<file path="src/rtl/qho_pkg.sv">
package qho_pkg;
   localparam int WORD_W    = 32;
   localparam int NAK_W     = 4;
   localparam int NAK_LSB   = 1;
   localparam int LINK_LSB  = 5;
   localparam int PAGE_LSB  = 12;
   localparam int TAG_W     = 5;
   localparam int TOK_DT    = 31;
   localparam int TOK_IOC   = 15;
   localparam int TOK_PING  = 0;
   localparam int CERR_HI   = 11;
   localparam int CERR_LO   = 10;
   localparam int CERR_W    = CERR_HI - CERR_LO + 1;
   localparam int COPY_HI   = 30;
   localparam int COPY_LO   = 8;
   localparam int RSV_W     = COPY_LO - 1;

   typedef enum logic [1:0] {
      SPD_FULL = 2'b00,
      SPD_LOW  = 2'b01,
      SPD_HIGH = 2'b10,
      SPD_RSVD = 2'b11
   } ep_speed_e;
endpackage

</file>
<file path="src/rtl/qho_token_merge.sv">
module qho_token_merge
   import qho_pkg::*;
#(
   parameter logic [1:0] HS_EPS = SPD_HIGH
) (
   input  logic [WORD_W-1:0] cur_tok,
   input  logic [WORD_W-1:0] src_tok,
   input  logic              dt_from_src,
   input  logic [1:0]        speed,
   output logic [WORD_W-1:0] new_tok
);
   logic dt_bit;
   logic ping_bit;

   always_comb begin
      dt_bit   = dt_from_src ? src_tok[TOK_DT] : cur_tok[TOK_DT];
      ping_bit = (speed == HS_EPS) ? cur_tok[TOK_PING] : src_tok[TOK_PING];
      new_tok  = {dt_bit, src_tok[COPY_HI:COPY_LO], {RSV_W{1'b0}}, ping_bit};
   end
endmodule

</file>
<file path="src/rtl/qho_page_merge.sv">
module qho_page_merge
   import qho_pkg::*;
#(
   parameter int IDX = 0
) (
   input  logic [WORD_W-1:0] src_page,
   output logic [WORD_W-1:0] new_page
);
   generate
      if (IDX == 0) begin : g_offset_page
         assign new_page = src_page;
      end else if (IDX == 2) begin : g_tag_page
         assign new_page = {src_page[WORD_W-1:TAG_W], {TAG_W{1'b0}}};
      end else begin : g_plain_page
         assign new_page = {src_page[WORD_W-1:PAGE_LSB], {PAGE_LSB{1'b0}}};
      end
   endgenerate
endmodule

</file>
<file path="src/rtl/qho_nak_ctr.sv">
module qho_nak_ctr
   import qho_pkg::*;
(
   input  logic             clk,
   input  logic             rst_n,
   input  logic             ovl_go,
   input  logic             reload_go,
   input  logic             nak_hit,
   input  logic [NAK_W-1:0] rl,
   output logic [NAK_W-1:0] cnt,
   output logic             zero
);
   always_ff @(posedge clk) begin
      if (!rst_n) begin
         cnt <= '0;
      end else if (ovl_go || reload_go) begin
         cnt <= rl;
      end else if (nak_hit && (cnt != '0)) begin
         cnt <= cnt - 1'b1;
      end
   end

   assign zero = (cnt == '0);

   assert_nak_dec_R6: assert property (@(posedge clk) disable iff (!rst_n)
      (nak_hit && !ovl_go && !reload_go && cnt != '0) |=> cnt == NAK_W'($past(cnt) - 1'b1));
   assert_nak_no_wrap_R6: assert property (@(posedge clk) disable iff (!rst_n)
      (nak_hit && !ovl_go && !reload_go && cnt == '0) |=> cnt == '0);
   assert_nak_hold_R6: assert property (@(posedge clk) disable iff (!rst_n)
      (!nak_hit && !ovl_go && !reload_go) |=> $stable(cnt));
   assert_restart_load_R8: assert property (@(posedge clk) disable iff (!rst_n)
      (reload_go && !ovl_go) |=> cnt == $past(rl));
   assert_overlay_wins_R9: assert property (@(posedge clk) disable iff (!rst_n)
      ovl_go |=> cnt == $past(rl));
endmodule

</file>
<file path="src/rtl/qh_overlay_unit.sv">
module qh_overlay_unit
   import qho_pkg::*;
#(
   parameter int         NPAGE  = 3,
   parameter logic [1:0] HS_EPS = SPD_HIGH
) (
   input  logic                    clk,
   input  logic                    rst_n,
   input  logic                    ovl_go,
   input  logic                    list_restart,
   input  logic                    nak_resp,
   input  logic [NAK_W-1:0]        ep_rl,
   input  logic                    ep_dtc,
   input  logic [1:0]              ep_eps,
   input  logic [WORD_W-1:0]       qtd_next,
   input  logic [WORD_W-1:0]       qtd_alt,
   input  logic [WORD_W-1:0]       qtd_token,
   input  logic [NPAGE*WORD_W-1:0] qtd_bufs,
   output logic [WORD_W-1:0]       ovl_next,
   output logic [WORD_W-1:0]       ovl_alt,
   output logic [WORD_W-1:0]       ovl_token,
   output logic [NPAGE*WORD_W-1:0] ovl_bufs,
   output logic                    nak_zero,
   output logic                    wb_valid,
   output logic                    retire_valid,
   output logic [CERR_W-1:0]       retire_cerr
);
   localparam int BUF_W    = NPAGE * WORD_W;
   localparam int PTR_W    = WORD_W - LINK_LSB;
   localparam int TAG_BASE = 2 * WORD_W;

   generate
      if (NPAGE < 3 || NPAGE > 5) begin : g_bad_npage
         $error("qh_overlay_unit: NPAGE must lie in 3..5");
      end
      if (NAK_LSB + NAK_W != LINK_LSB) begin : g_bad_nak
         $error("qh_overlay_unit: NAK field must fill the link reserved bits");
      end
   endgenerate

   logic [WORD_W-1:0] tok_q, tok_new;
   logic [PTR_W-1:0]  next_ptr_q, alt_ptr_q;
   logic              next_t_q, alt_t_q;
   logic [BUF_W-1:0]  bufs_q, bufs_new;
   logic [NAK_W-1:0]  nak_cnt;
   logic              wb_q, ret_v_q;
   logic [CERR_W-1:0] ret_c_q;

   qho_token_merge #(.HS_EPS(HS_EPS)) u_tok (
      .cur_tok     (tok_q),
      .src_tok     (qtd_token),
      .dt_from_src (ep_dtc),
      .speed       (ep_eps),
      .new_tok     (tok_new)
   );

   for (genvar p = 0; p < NPAGE; p++) begin : g_page
      qho_page_merge #(.IDX(p)) u_page (
         .src_page (qtd_bufs[p*WORD_W +: WORD_W]),
         .new_page (bufs_new[p*WORD_W +: WORD_W])
      );
   end

   qho_nak_ctr u_nak (
      .clk       (clk),
      .rst_n     (rst_n),
      .ovl_go    (ovl_go),
      .reload_go (list_restart),
      .nak_hit   (nak_resp),
      .rl        (ep_rl),
      .cnt       (nak_cnt),
      .zero      (nak_zero)
   );

   always_ff @(posedge clk) begin
      if (!rst_n) begin
         tok_q      <= '0;
         next_ptr_q <= '0;
         next_t_q   <= 1'b0;
         alt_ptr_q  <= '0;
         alt_t_q    <= 1'b0;
         bufs_q     <= '0;
         wb_q       <= 1'b0;
         ret_v_q    <= 1'b0;
         ret_c_q    <= '0;
      end else begin
         wb_q    <= ovl_go | list_restart | nak_resp;
         ret_v_q <= ovl_go;
         if (ovl_go) begin
            ret_c_q    <= tok_q[CERR_HI:CERR_LO];
            tok_q      <= tok_new;
            next_ptr_q <= qtd_next[WORD_W-1:LINK_LSB];
            next_t_q   <= qtd_next[0];
            alt_ptr_q  <= qtd_alt[WORD_W-1:LINK_LSB];
            alt_t_q    <= qtd_alt[0];
            bufs_q     <= bufs_new;
         end
      end
   end

   assign ovl_token    = tok_q;
   assign ovl_next     = {next_ptr_q, {NAK_W{1'b0}}, next_t_q};
   assign ovl_alt      = {alt_ptr_q, nak_cnt, alt_t_q};
   assign ovl_bufs     = bufs_q;
   assign wb_valid     = wb_q;
   assign retire_valid = ret_v_q;
   assign retire_cerr  = ret_c_q;

   assert_ioc_copy_R1: assert property (@(posedge clk) disable iff (!rst_n)
      ovl_go |=> ovl_token[TOK_IOC] == $past(qtd_token[TOK_IOC]));
   assert_token_hold_R1: assert property (@(posedge clk) disable iff (!rst_n)
      !ovl_go |=> $stable(ovl_token));
   assert_dt_keep_R2: assert property (@(posedge clk) disable iff (!rst_n)
      (ovl_go && !ep_dtc) |=> ovl_token[TOK_DT] == $past(ovl_token[TOK_DT]));
   assert_ping_keep_R3: assert property (@(posedge clk) disable iff (!rst_n)
      (ovl_go && ep_eps == HS_EPS) |=> ovl_token[TOK_PING] == $past(ovl_token[TOK_PING]));
   assert_tag_clear_R4: assert property (@(posedge clk) disable iff (!rst_n)
      ovl_go |=> ovl_bufs[TAG_BASE +: TAG_W] == '0);
   assert_link_rsvd_R5: assert property (@(posedge clk) disable iff (!rst_n)
      ovl_go |=> ovl_next[LINK_LSB-1:NAK_LSB] == '0);
   assert_retire_R10: assert property (@(posedge clk) disable iff (!rst_n)
      ovl_go |=> (retire_valid && retire_cerr == $past(ovl_token[CERR_HI:CERR_LO])));
   assert_retire_idle_R10: assert property (@(posedge clk) disable iff (!rst_n)
      !ovl_go |=> !retire_valid);
   assert_wb_pulse_R11: assert property (@(posedge clk) disable iff (!rst_n)
      (ovl_go || list_restart || nak_resp) |=> wb_valid);
   assert_wb_quiet_R11: assert property (@(posedge clk) disable iff (!rst_n)
      !(ovl_go || list_restart || nak_resp) |=> !wb_valid);
endmodule

</file>
<file path="config.mk">
export PLATFORM = sky130hd
export DESIGN_NAME = qh_overlay_unit
export DESIGN_NICKNAME = d
export VERILOG_FILES = /design/src/rtl/qho_pkg.sv /design/src/rtl/qho_token_merge.sv /design/src/rtl/qho_page_merge.sv /design/src/rtl/qho_nak_ctr.sv /design/src/rtl/qh_overlay_unit.sv
export SDC_FILE = /design/constraint.sdc
export NUM_CORES = 1
export LEC_CHECK = 0
export ABC_CLOCK_PERIOD_IN_PS = 1500
export BUFFER_PORTS_ARGS = -buffer_cell sky130_fd_sc_hd__buf_2
export CAP_MARGIN = 20
export CORE_AREA = 2 2 157 159
export DETAILED_ROUTE_END_ITERATION = 16
export DIE_AREA = 0 0 159 161
export GPL_ROUTABILITY_DRIVEN = 0
export RECOVER_POWER = 25
export SYNTH_ARGS = -nofsm -noshare
export SYNTH_HDL_FRONTEND = slang
export SYNTH_SLANG_ARGS = --single-unit
</file>
<file path="constraint.sdc">
create_clock -name clk -period 1.5 [get_ports clk]
set_clock_uncertainty 0.05 [all_clocks]
set_input_delay 0.225 -clock clk [delete_from_list [all_inputs] [get_ports clk]]
set_output_delay 0.225 -clock clk [all_outputs]
set_load 0.005 [all_outputs]
</file>
==> results of run 1 <==
[state kept, by name (all words and copies together), names as in the netlist]
name and cells:
retire_cerr 2, next_t_q 1, next_ptr_q 27, retire_valid 1
ovl_token 25, alt_t_q 1, ovl_bufs 79, wb_valid 1
u_nak.cnt 4, alt_ptr_q 27
[per-stage QoR]
step           setup slack [ns]  total power, mW  TNS [ns]  instance area (um^2)  hold WS [ns]
2_1_floorplan            0.0791             5.66         0                  6410         0.313
3_3_place_gp              0.112             6.20         0                  8200         0.393
3_5_place_dp              0.112             6.21         0                  8200         0.403
4_1_cts                  -0.264             11.2    -0.267                 10300      0.000518
5_1_grt                  -0.302             11.6     -2.99                 10200       0.00575
6_report                 -0.250             11.0    -0.283                 10200        0.0243
[path summary, 6_finish.rpt]
kind	end	slack [ns]	cells after the start
worst max-delay path	nak_zero	-0.25	5
worst min-delay path	ovl_bufs[4]$_SDFFE_PN0P_	0.02	3
worst max register to register	u_nak.cnt[1]$_SDFFE_PN0P_	0.04	7
worst min register to register	ovl_token[31]$_SDFFE_PN0P_	0.41	2
[layout make-up]
type                            count  area, um^2
Clock inverter                     13         181
Fill cell                        2271       13800
Clock buffer                       18         429
Sequential cell                   168        3370
Inverter                            6        30.0
Multi-Input combinational cell    380        2530
Timing Repair Buffer              497        3250
Tap cell                          324         405
[critical path, cell delays in order, from the launching register on]
cell and delay [ns]:
dfxtp_2 0.33, inv_2 0.07, ha_4 0.13, or3b_4 0.40
clkinv_4 0.06, buf_6 0.08
[cell families after synthesis]
logic type / after synthesis / synth area share, %
DFF: 168 / 53.3
muxes: 161 / 25.5
AOI/OAI and AO/OA: 14 / 1.39
buffers and inverters: 73 / 8.37
other: 1 / 0.0594
and+or+nand+nor: 176 / 11.1
adders and majority gates: 1 / 0.198
[metal layers]
layer,vias up,wire length [um]
met4,0,419
met5,-,0
met1,2613,7440
li1,2851,-
met2,251,9410
met3,19,1260
[cells in the mapped netlist]
cell	instances
a21oi_1	6
a31oi_2	1
and4b_1	1
buf_2	4
buf_4	30
buf_6	18
clkbuf_1	15
clkinv_2	1
conb_1	1
dfxtp_1	168
ha_1	1
inv_1	4
inv_2	1
mux2i_1	161
nand2_1	4
nand3_1	2
nand3b_1	1
nand4_1	1
nor2_1	162
nor2_2	1
nor2b_1	2
nor4b_2	1
o2111ai_1	1
o211ai_1	1
o21ai_0	2
o21ai_1	2
o21ai_2	1
or3b_4	1
[power breakdown]
group / switching (mW) / total [mW] / internal (mW)
Clock: 1.93 / 4.61 / 2.67
Combinational: 0.670 / 1.56 / 0.888
Sequential: 0.134 / 4.86 / 4.73
Total: 2.74 / 11.0 / 8.29
[what timing repair did]
item,CTS,global route
gates resized for setup,8,1
cloned,0,0
endpoints found under the hold margin,141,0
endpoints found under the setup margin,1,3
pin swaps,1,2
setup buffers,4,1
hold buffers,141,0
==> impl_metrics.csv, run 1 <==
group,metric,value,unit
cells_and_area,final_common_cell,"buf_2",
global_route,grt_usage,14.2,%
sta,max_freq,0.571,GHz
route,dr.pass1.iters,4,
worst_setup_path,path_max_fanout,2,
clock_network,insertion_delay,0.41,ns
clock_network,clock-sinks,168,
power,max-vdd-ir-drop,0.560,mV
yosys,netlist_area,6310,um^2
floorplanning,rows,57,
floorplanning,pin_count,401,
floorplanning,core-area,24000,um^2
route,post-route-drc-count,0,
global_route,antenna_found_initial,0,
floorplanning,die_y,161,um
sta,rsz0062_at_grt,"true",
yosys,ys_seq_elements,168,
cells_and_area,drive_gt1_share,36.6,%
global_route,grt_first_pass_wirelength,29.4,mm
sta,max_slew.worst_pin.slew,0.681,ns
cells_and_area,fin_util,42.5,%
global_route,grt_max_degree,85,
yosys,syn_area_per_cell,10.6,um^2
placed_design,dpl.hpwl,11.8,mm
power,leakagePower,5.29,nW
worst_setup_path,startpoint,"u_nak.cnt[1]$_SDFFE_PN0P_",
sta,timing.final.ws_setup,-0.250,ns
worst_setup_path,worstPathArrival,1.47,ns
sta,fin_crit,1.75,ns
sta,setup-violations-final,3,
status,failed_checks,"setup timing",
sta,finalHoldViolations,0,
worst_hold_path,min_path_type,"in2reg",
cells_and_area,diodes,0,
sta,finalCritPeriodShare,117,%
route,post_drt_wl_per_cell,13.2,um
route,num_vias,5734,
route,via_per_inst,4.08,
global_route,grt_util_met1,14.9,%
yosys,syn_inst,594,
worst_setup_path,end_kind,"primary output",
clock_network,clkSlewWorstSetupHoldPaths,0.07,ns
clock_network,cts_tree,"built",
global_route,grt_pass1_vias,5801,
global_route,top_usage_layer,"met2",
yosys,yosys-top-cells-area,"dfxtp_1, mux2i_1, nor2_1",
cells_and_area,layout_common_cells,"buf_2, dfxtp_1, nor2_1",
global_route,overflow,0,
clock_network,cts_made_buffers,17,
floorplanning,initial_utilization,26.3,%
route,drtIter0Drc,210,
yosys,synth_top_cell_area_share,53.3,%
floorplanning,die_x,159,um
worst_setup_path,r2r-start,"u_nak.cnt[1]$_SDFFE_PN0P_",
route,wl,18.5,mm
sta,slew_viol_final,0,
cells_and_area,instances_no_fill,1406,
cells_and_area,nNetsFinal,1275,
yosys,ys_types,28,
yosys,synth_top_area_cell,"dfxtp_1",
clock_network,clockRootBuffer,"clkbuf_16",
clock_network,h-tree-depth,4,
run,cap_violations,0,
clock_network,cts_buffer_depth,2,
floorplanning,die-area,25600,um^2
sta,relSlewSlack,54.4,%
route,ant_nets,0,
cells_and_area,syn_to_final_growth,61.6,%
worst_setup_path,start_kind,"flop",
placed_design,placedCellCount,1231,
worst_setup_path,critPathKind,"reg2out",
yosys,synth_seq_area_share,53.3,%
global_route,grtUsageMet3,4.39,%
worst_setup_path,required,1.22,ns
power,pwr_density_cell,1080,nW/um^2
global_route,grt_use_met2,26.4,%
yosys,ys_warn_count,0,
worst_hold_path,hp-start,"qtd_bufs[4]",
status,status,"finished with violations",
placed_design,numPortBuffers,340,
No activity file was read; power rests on OpenSTA's default activity.
==> run 2: changes to the inputs <==
CORE_AREA = 2 2 158 160   (was 2 2 157 159)
DIE_AREA = 0 0 160 162   (was 0 0 159 161)
GPL_TIMING_DRIVEN = 0   (was not set)
SYNTH_HIERARCHICAL = 1   (was not set)
==> impl_metrics.csv, run 2 <==
group,metric,value,unit
yosys,synth_xor_area_share,0,%
yosys,syn_area_per_cell,10.9,um^2
cells_and_area,final_common_cell,"buf_2",
placed_design,numPortBuffers,262,
route,ant_nets,0,
yosys,synth_seq_area_share,45.4,%
yosys,netlist_area,8460,um^2
yosys,synthAdderAreaFrac,0.148,%
clock_network,cts_made_buffers,17,
route,drtIter0Drc,173,
cells_and_area,fill_cells,2350,
sta,max_freq,0.565,GHz
floorplanning,pin_count,401,
run,cap_violations,0,
floorplanning,die_x,160,um
floorplanning,die_y,162,um
worst_setup_path,end_kind,"primary output",
route,post_drt_wl_per_cell,13.9,um
cells_and_area,drive_gt1_share,39.3,%
sta,slew_viol_final,0,
yosys,ys.flop_type,"dfxtp_1",
global_route,grt_usage,15.7,%
cells_and_area,syn_to_final_growth,37.1,%
floorplanning,core-area,24100,um^2
worst_hold_path,min_path_type,"in2reg",
cells_and_area,layout_common_cells,"buf_2, dfxtp_1, mux2i_1, nor2b_1, buf_4",
worst_setup_path,worstPathArrival,1.49,ns
yosys,yosys-top-cells-area,"dfxtp_1, mux2i_1, nor2b_1",
power,leakagePower,5.82,nW
yosys,ys_types,32,
yosys,yosys.area_share.simple,14.9,%
worst_setup_path,start_kind,"flop",
clock_network,clock-sinks,192,
clock_network,insertion_delay,0.42,ns
yosys,synthArstFlopShare,0,%
cells_and_area,nNetsFinal,1363,
status,status,"finished with violations",
yosys,synth_edf_count,0,
floorplanning,die-area,25900,um^2
sta,fin_crit,1.77,ns
route,wl,20.8,mm
placed_design,postPlaceCellArea,10300,um^2
clock_network,h-tree-depth,4,
clock_network,clockRootBuffer,"clkbuf_16",
yosys,synthTopCellsByCount,"dfxtp_1, mux2i_1, nor2b_1",
cells_and_area,finalInstanceArea,11600,um^2
worst_setup_path,path_max_fanout,2,
yosys,synth_compound_area_share,0.828,%
sta,timing.final.ws_setup,-0.269,ns
route,via_per_inst,4.13,
worst_setup_path,critPathKind,"reg2out",
route,dr.pass1.iters,4,
clock_network,cts_buffer_depth,2,
status,failed_checks,"setup timing",
global_route,grt_max_degree,19,
power,pwr_density_cell,1010,nW/um^2
yosys,syn_inst,776,
worst_setup_path,ff2ff_path_depth,6,
yosys,ys_warn_count,6,
global_route,antenna_found_initial,1,
worst_setup_path,required,1.22,ns
sta,finalHoldViolations,0,
global_route,overflow,0,
yosys,synth_mux_area_share,22.4,%
sta,finalCritPeriodShare,118,%
placed_design,dpl_worst_slack,-0.316,ns
clock_network,cts_tree,"built",
worst_setup_path,rrSetupSlack,0.06,ns
floorplanning,rows,57,
cells_and_area,largest_reg_flops,96,
global_route,grt_pass1_vias,6235,
sta,rsz0062_at_grt,"true",
floorplanning,initial_utilization,35.1,%
power,max-vdd-ir-drop,0.546,mV
yosys,ys_seq_elements,192,
route,num_vias,6174,
yosys,synth_top_cell_area_share,45.4,%
clock_network,clkSlewWorstSetupHoldPaths,0.07,ns
route,post-route-drc-count,0,
sta,setup-violations-final,11,
yosys,synth_top_area_cell,"dfxtp_1",
global_route,grt_first_pass_wirelength,32.5,mm
yosys,yosysMostFrequentCell,"dfxtp_1",
yosys,synth_top_family_by_area,"multiplexers",
placed_design,dpl.hpwl,15.3,mm
worst_hold_path,hold_depth,3,
run 2: cell count changes after synthesis, sizes merged, moves of 5 or more:
| cell | change |
|---|---|
| nor2b | +186 |
| buf | +106 |
| a21oi | -5 |
| mux2i | +26 |
| nor2 | -160 |
| dfxtp | +24 |
run 2: layout make-up:
class	count	area [um^2]	area share, %
antenna	1	2.50	0.0216
buffer	176	1340	11.5
clock buffer	18	439	3.79
clock inverter	13	119	1.02
inverter	5	28.8	0.248
multi-input combinational	427	3360	29.0
sequential	192	3850	33.2
tap	324	405	3.50
timing repair buffer	339	2060	17.7
run 2: power by group:
| part | internal (mW) | switching [mW] | total, mW |
|---|---|---|---|
| registers | 5.40 | 0.151 | 5.55 |
| clock network | 2.23 | 2.15 | 4.38 |
| logic | 1.09 | 0.729 | 1.82 |
| total | 8.72 | 3.03 | 11.7 |
run 2: what timing repair did:
item,in CTS,in global routing
hold buffers,69,1
endpoints found under the hold margin,69,1
pin swaps,1,1
setup endpoints to repair,2,1
buffers inserted,5,2
gates resized for setup,10,2
run 2: path summary, 6_finish.rpt:
check	from	end
worst max-delay path	u_nak/cnt[0]$_SDFFE_PN0P_	nak_zero
worst min-delay path	qtd_alt[18]	alt_ptr_q[13]$_SDFFE_PN0P_
worst max register to register	u_nak/cnt[0]$_SDFFE_PN0P_	u_nak/cnt[0]$_SDFFE_PN0P_
worst min register to register	alt_ptr_q[13]$_SDFFE_PN0P_	alt_ptr_q[13]$_SDFFE_PN0P_
run 2: worst max-delay path, cell delays in order (launching register included):
cell and delay (ns):
dfxtp_4 0.36, inv_4 0.06, ha_4 0.12, or3b_4 0.39
clkinv_4 0.06, buf_6 0.08
run 2: through the flow:
stage                     total power [mW]  utilization (%)  instances  TNS (ns)  hold slack, ns
final                                 11.7             48.1       1495    -0.602          0.0151
after global routing                  12.3             48.1       1495    -14.08         0.00385
after CTS                             11.9             48.0       1491    -0.298       0.0000987
after detailed placement              7.32             42.6       1386    -16.06           0.438
after global placement                7.30             42.6       1386    -16.48           0.429
after floorplan                       6.71                -        800         0           0.287
run 2: layer usage:
layer	GRT usage [%]	wire length (um)	up-vias	share of wire [%]
met4	4.42	228	0	1.1
met5	0	0	-	0
met1	18.7	8950	2791	43
li1	-	-	3127	-
met2	27.0	9960	243	48
met3	5.36	1670	13	8.0
run 2: logic make-up (layout without fill, tap and decap cells):
group | after synthesis | after routing
multiplexers | 189 | 189
AND/OR/NAND/NOR | 200 | 200
adder cells (fa/ha/maj) | 1 | 1
other | 4 | 29
buffers and inverters | 181 | 551
flip-flops | 192 | 192
AO/OA/AOI/OAI | 9 | 9
==> run 3: changes to the inputs <==
ABC_AREA = 1   (was not set)
CORE_AREA = 2 2 157 159   (was 2 2 158 160)
DIE_AREA = 0 0 159 161   (was 0 0 160 162)
PLACE_DENSITY = 0.71   (was not set)
==> impl_metrics.csv, run 3 <==
group,metric,value,unit
status,status,"complete, no violations",
worst_setup_path,start_kind,"flop",
yosys,netlist_area,10000,um^2
sta,rsz0062_at_grt,"true",
worst_setup_path,path_cells,"inv_2, ha_4, nand3_4, inv_2, buf_6",
floorplanning,initial_utilization,41.9,%
floorplanning,die_y,161,um
cells_and_area,fill_cells,2417,
cells_and_area,largest_reg_flops,96,
power,p_comb_share,18.6,%
route,post_drt_wl_per_cell,12.2,um
worst_hold_path,hold_depth,5,
yosys,yosys-top-cells-area,"dfxtp_1, buf_4, nor2_2",
yosys,synthTopCellsByCount,"nand2_1, nor2_1, inv_1",
yosys,synth_edf_count,0,
floorplanning,core-area,24000,um^2
global_route,grt_first_pass_wirelength,39.2,mm
power,p_total,12.4,mW
yosys,syn_inst,1371,
power,power.internal,8.86,mW
sta,setup-violations-final,0,
sta,setup_tns,0,ns
power,switching_share,28.7,%
route,via_per_inst,4.08,
placed_design,placedCellCount,1981,
worst_setup_path,crit_buf_inv,3,
route,drtIter0Drc,419,
power,p_sw,3.58,mW
cells_and_area,instances_no_fill,2020,
cells_and_area,drive_gt1_share,45.2,%
yosys,synthArstFlopShare,0,%
clock_network,clockRootBuffer,"clkbuf_16",
cells_and_area,final_common_cell,"nand2_1",
worst_setup_path,critPathKind,"reg2out",
power,pwr-share-seq,45.4,%
floorplanning,pin_count,401,
route,num_vias,8239,
sta,fin_crit,1.49,ns
cells_and_area,diodes,0,
cells_and_area,layout_common_cells,"nand2_1, buf_2, nor2_1",
cells_and_area,fin_util,51.9,%
power,leakagePower,6.92,nW
yosys,yosysMostFrequentCell,"nand2_1",
worst_hold_path,min_path_type,"in2reg",
floorplanning,die_x,159,um
worst_setup_path,cp_num_cells,5,
sta,finalCritPeriodShare,99.2,%
yosys,synth_top_cell_area_share,38.3,%
placed_design,dpl.hpwl,18.5,mm
clock_network,cts_made_buffers,17,
floorplanning,rows,57,
power,pwr_density_cell,999,nW/um^2
route,dr.pass1.iters,4,
clock_network,cts_buffer_depth,2,
placed_design,numPortBuffers,262,
route,post-route-drc-count,0,
yosys,synth_top_area_cell,"dfxtp_1",
worst_setup_path,critPathMaxStageDelay,0.33,ns
worst_setup_path,slowest_stage,"dfxtp_2",
clock_network,clock-sinks,192,
route,ant_nets,0,
worst_setup_path,end_kind,"primary output",
yosys,ys_seq_elements,192,
route,wl,24.7,mm
global_route,grt_usage,19.0,%
clock_network,cts_tree,"built",
cells_and_area,multi_input_area,3820,um^2
worst_setup_path,ff2ff_path_depth,7,
worst_setup_path,path_max_fanout,3,
sta,slew_viol_final,0,
yosys,syn_area_per_cell,7.32,um^2
yosys,synth_seq_area_share,38.3,%
global_route,grt_pass1_vias,7834,
worst_setup_path,crit_top_cell,"inv_2",
clock_network,insertion_delay,0.42,ns
run,cap_violations,0,
cells_and_area,regArea,3850,um^2
power,max-vdd-ir-drop,0.597,mV
power,clkPwrFrac,36.0,%
global_route,antenna_found_initial,0,
global_route,grt_max_degree,19,
worst_setup_path,worstPathArrival,1.21,ns
yosys,ys_types,27,
sta,whs,0.0313,ns
sta,max_freq,0.672,GHz
cells_and_area,syn_to_final_growth,24.0,%
floorplanning,die-area,25600,um^2
clock_network,h-tree-depth,4,
global_route,overflow,0,
clock_network,clkSlewWorstSetupHoldPaths,0.08,ns
yosys,ys.flop_type,"dfxtp_1",
cells_and_area,nNetsFinal,1889,
worst_setup_path,crit_family,"flip-flops",
worst_setup_path,required,1.22,ns
sta,finalHoldViolations,0,
yosys,ys_warn_count,6,
==> run 3: cell count changes after synthesis, moves of 18 or more <==
| cell | delta |
|---|---|
| nor2_2 | +179 |
| clkbuf_1 | -18 |
| inv_1 | +190 |
| nand2_2 | +100 |
| nor2_1 | +194 |
| nor2b_1 | -187 |
| nand2_1 | +278 |
| mux2i_1 | -186 |
==> run 3: repair_timing <==
action,4_1_cts,5_1_grt
setup endpoints to repair,1,1
buffers inserted,3,3
endpoints found under the hold margin,2,0
pin swaps,2,1
gates resized for setup,7,2
hold buffers,2,0
==> run 3: final cells by class <==
class	instances	area share, %
Clock inverter	12	0.925
Sequential cell	192	30.9
Inverter	199	6.01
Tap cell	324	3.26
Buffer	197	13.6
Timing Repair Buffer	270	10.9
Clock buffer	19	3.64
Multi-Input combinational cell	807	30.7
==> run 3: per-layer routing <==
layer	global-route usage, %	part of all wire (%)	vias up
met5	0	0	-
met3	6.01	7.1	31
met1	22.2	43	3586
met2	33.1	48	249
li1	-	-	4373
met4	6.03	2.2	0
==> run 3: through the flow <==
stage | instance area [um^2] | setup slack, ns
2_1_floorplan | 10100 | 0.293
3_3_place_gp | 11800 | 0.191
3_5_place_dp | 11800 | 0.184
4_1_cts | 12500 | 0.00838
5_1_grt | 12400 | -0.0621
6_report | 12400 | 0.0115
==> run 3: final timing paths <==
path | from | end | slack, ns
worst max register to register | u_nak/cnt[0]$_SDFFE_PN0P_ | u_nak/cnt[2]$_SDFFE_PN0P_ | 0.17
worst min register to register | ovl_token[28]$_SDFFE_PN0P_ | ovl_token[28]$_SDFFE_PN0P_ | 0.42
worst max-delay path | u_nak/cnt[0]$_SDFFE_PN0P_ | nak_zero | 0.01
worst min-delay path | qtd_token[18] | ovl_token[18]$_SDFFE_PN0P_ | 0.03
==> run 3: power by group through the flow <==
stage	clock (mW)	combinational (mW)	sequential (mW)
finish	4.48	2.31	5.65
global route	4.84	2.58	5.69
CTS	4.61	2.33	5.64
detailed placement	0	2.29	5.76
global placement	0	2.26	5.75
floorplan	0	1.51	5.78
==> run 3: tightest hold or removal path, cell delays in order <==
cell and delay (ns):
buf_4 0.08, inv_1 0.03, nand2_1 0.04, nand2_1 0.05, nor2_2 0.06
==> run 3: cell families after synthesis <==
family	count (synthesis)	share of synthesized area, %
other	4	0.150
buffers and inverters	396	24.7
adder cells (fa/ha/maj)	1	0.125
AND/OR/NAND/NOR	766	36.0
XOR/XNOR	2	0.175
flip-flops	192	38.3
multiplexers	1	0.0997
AO/OA/AOI/OAI	9	0.486
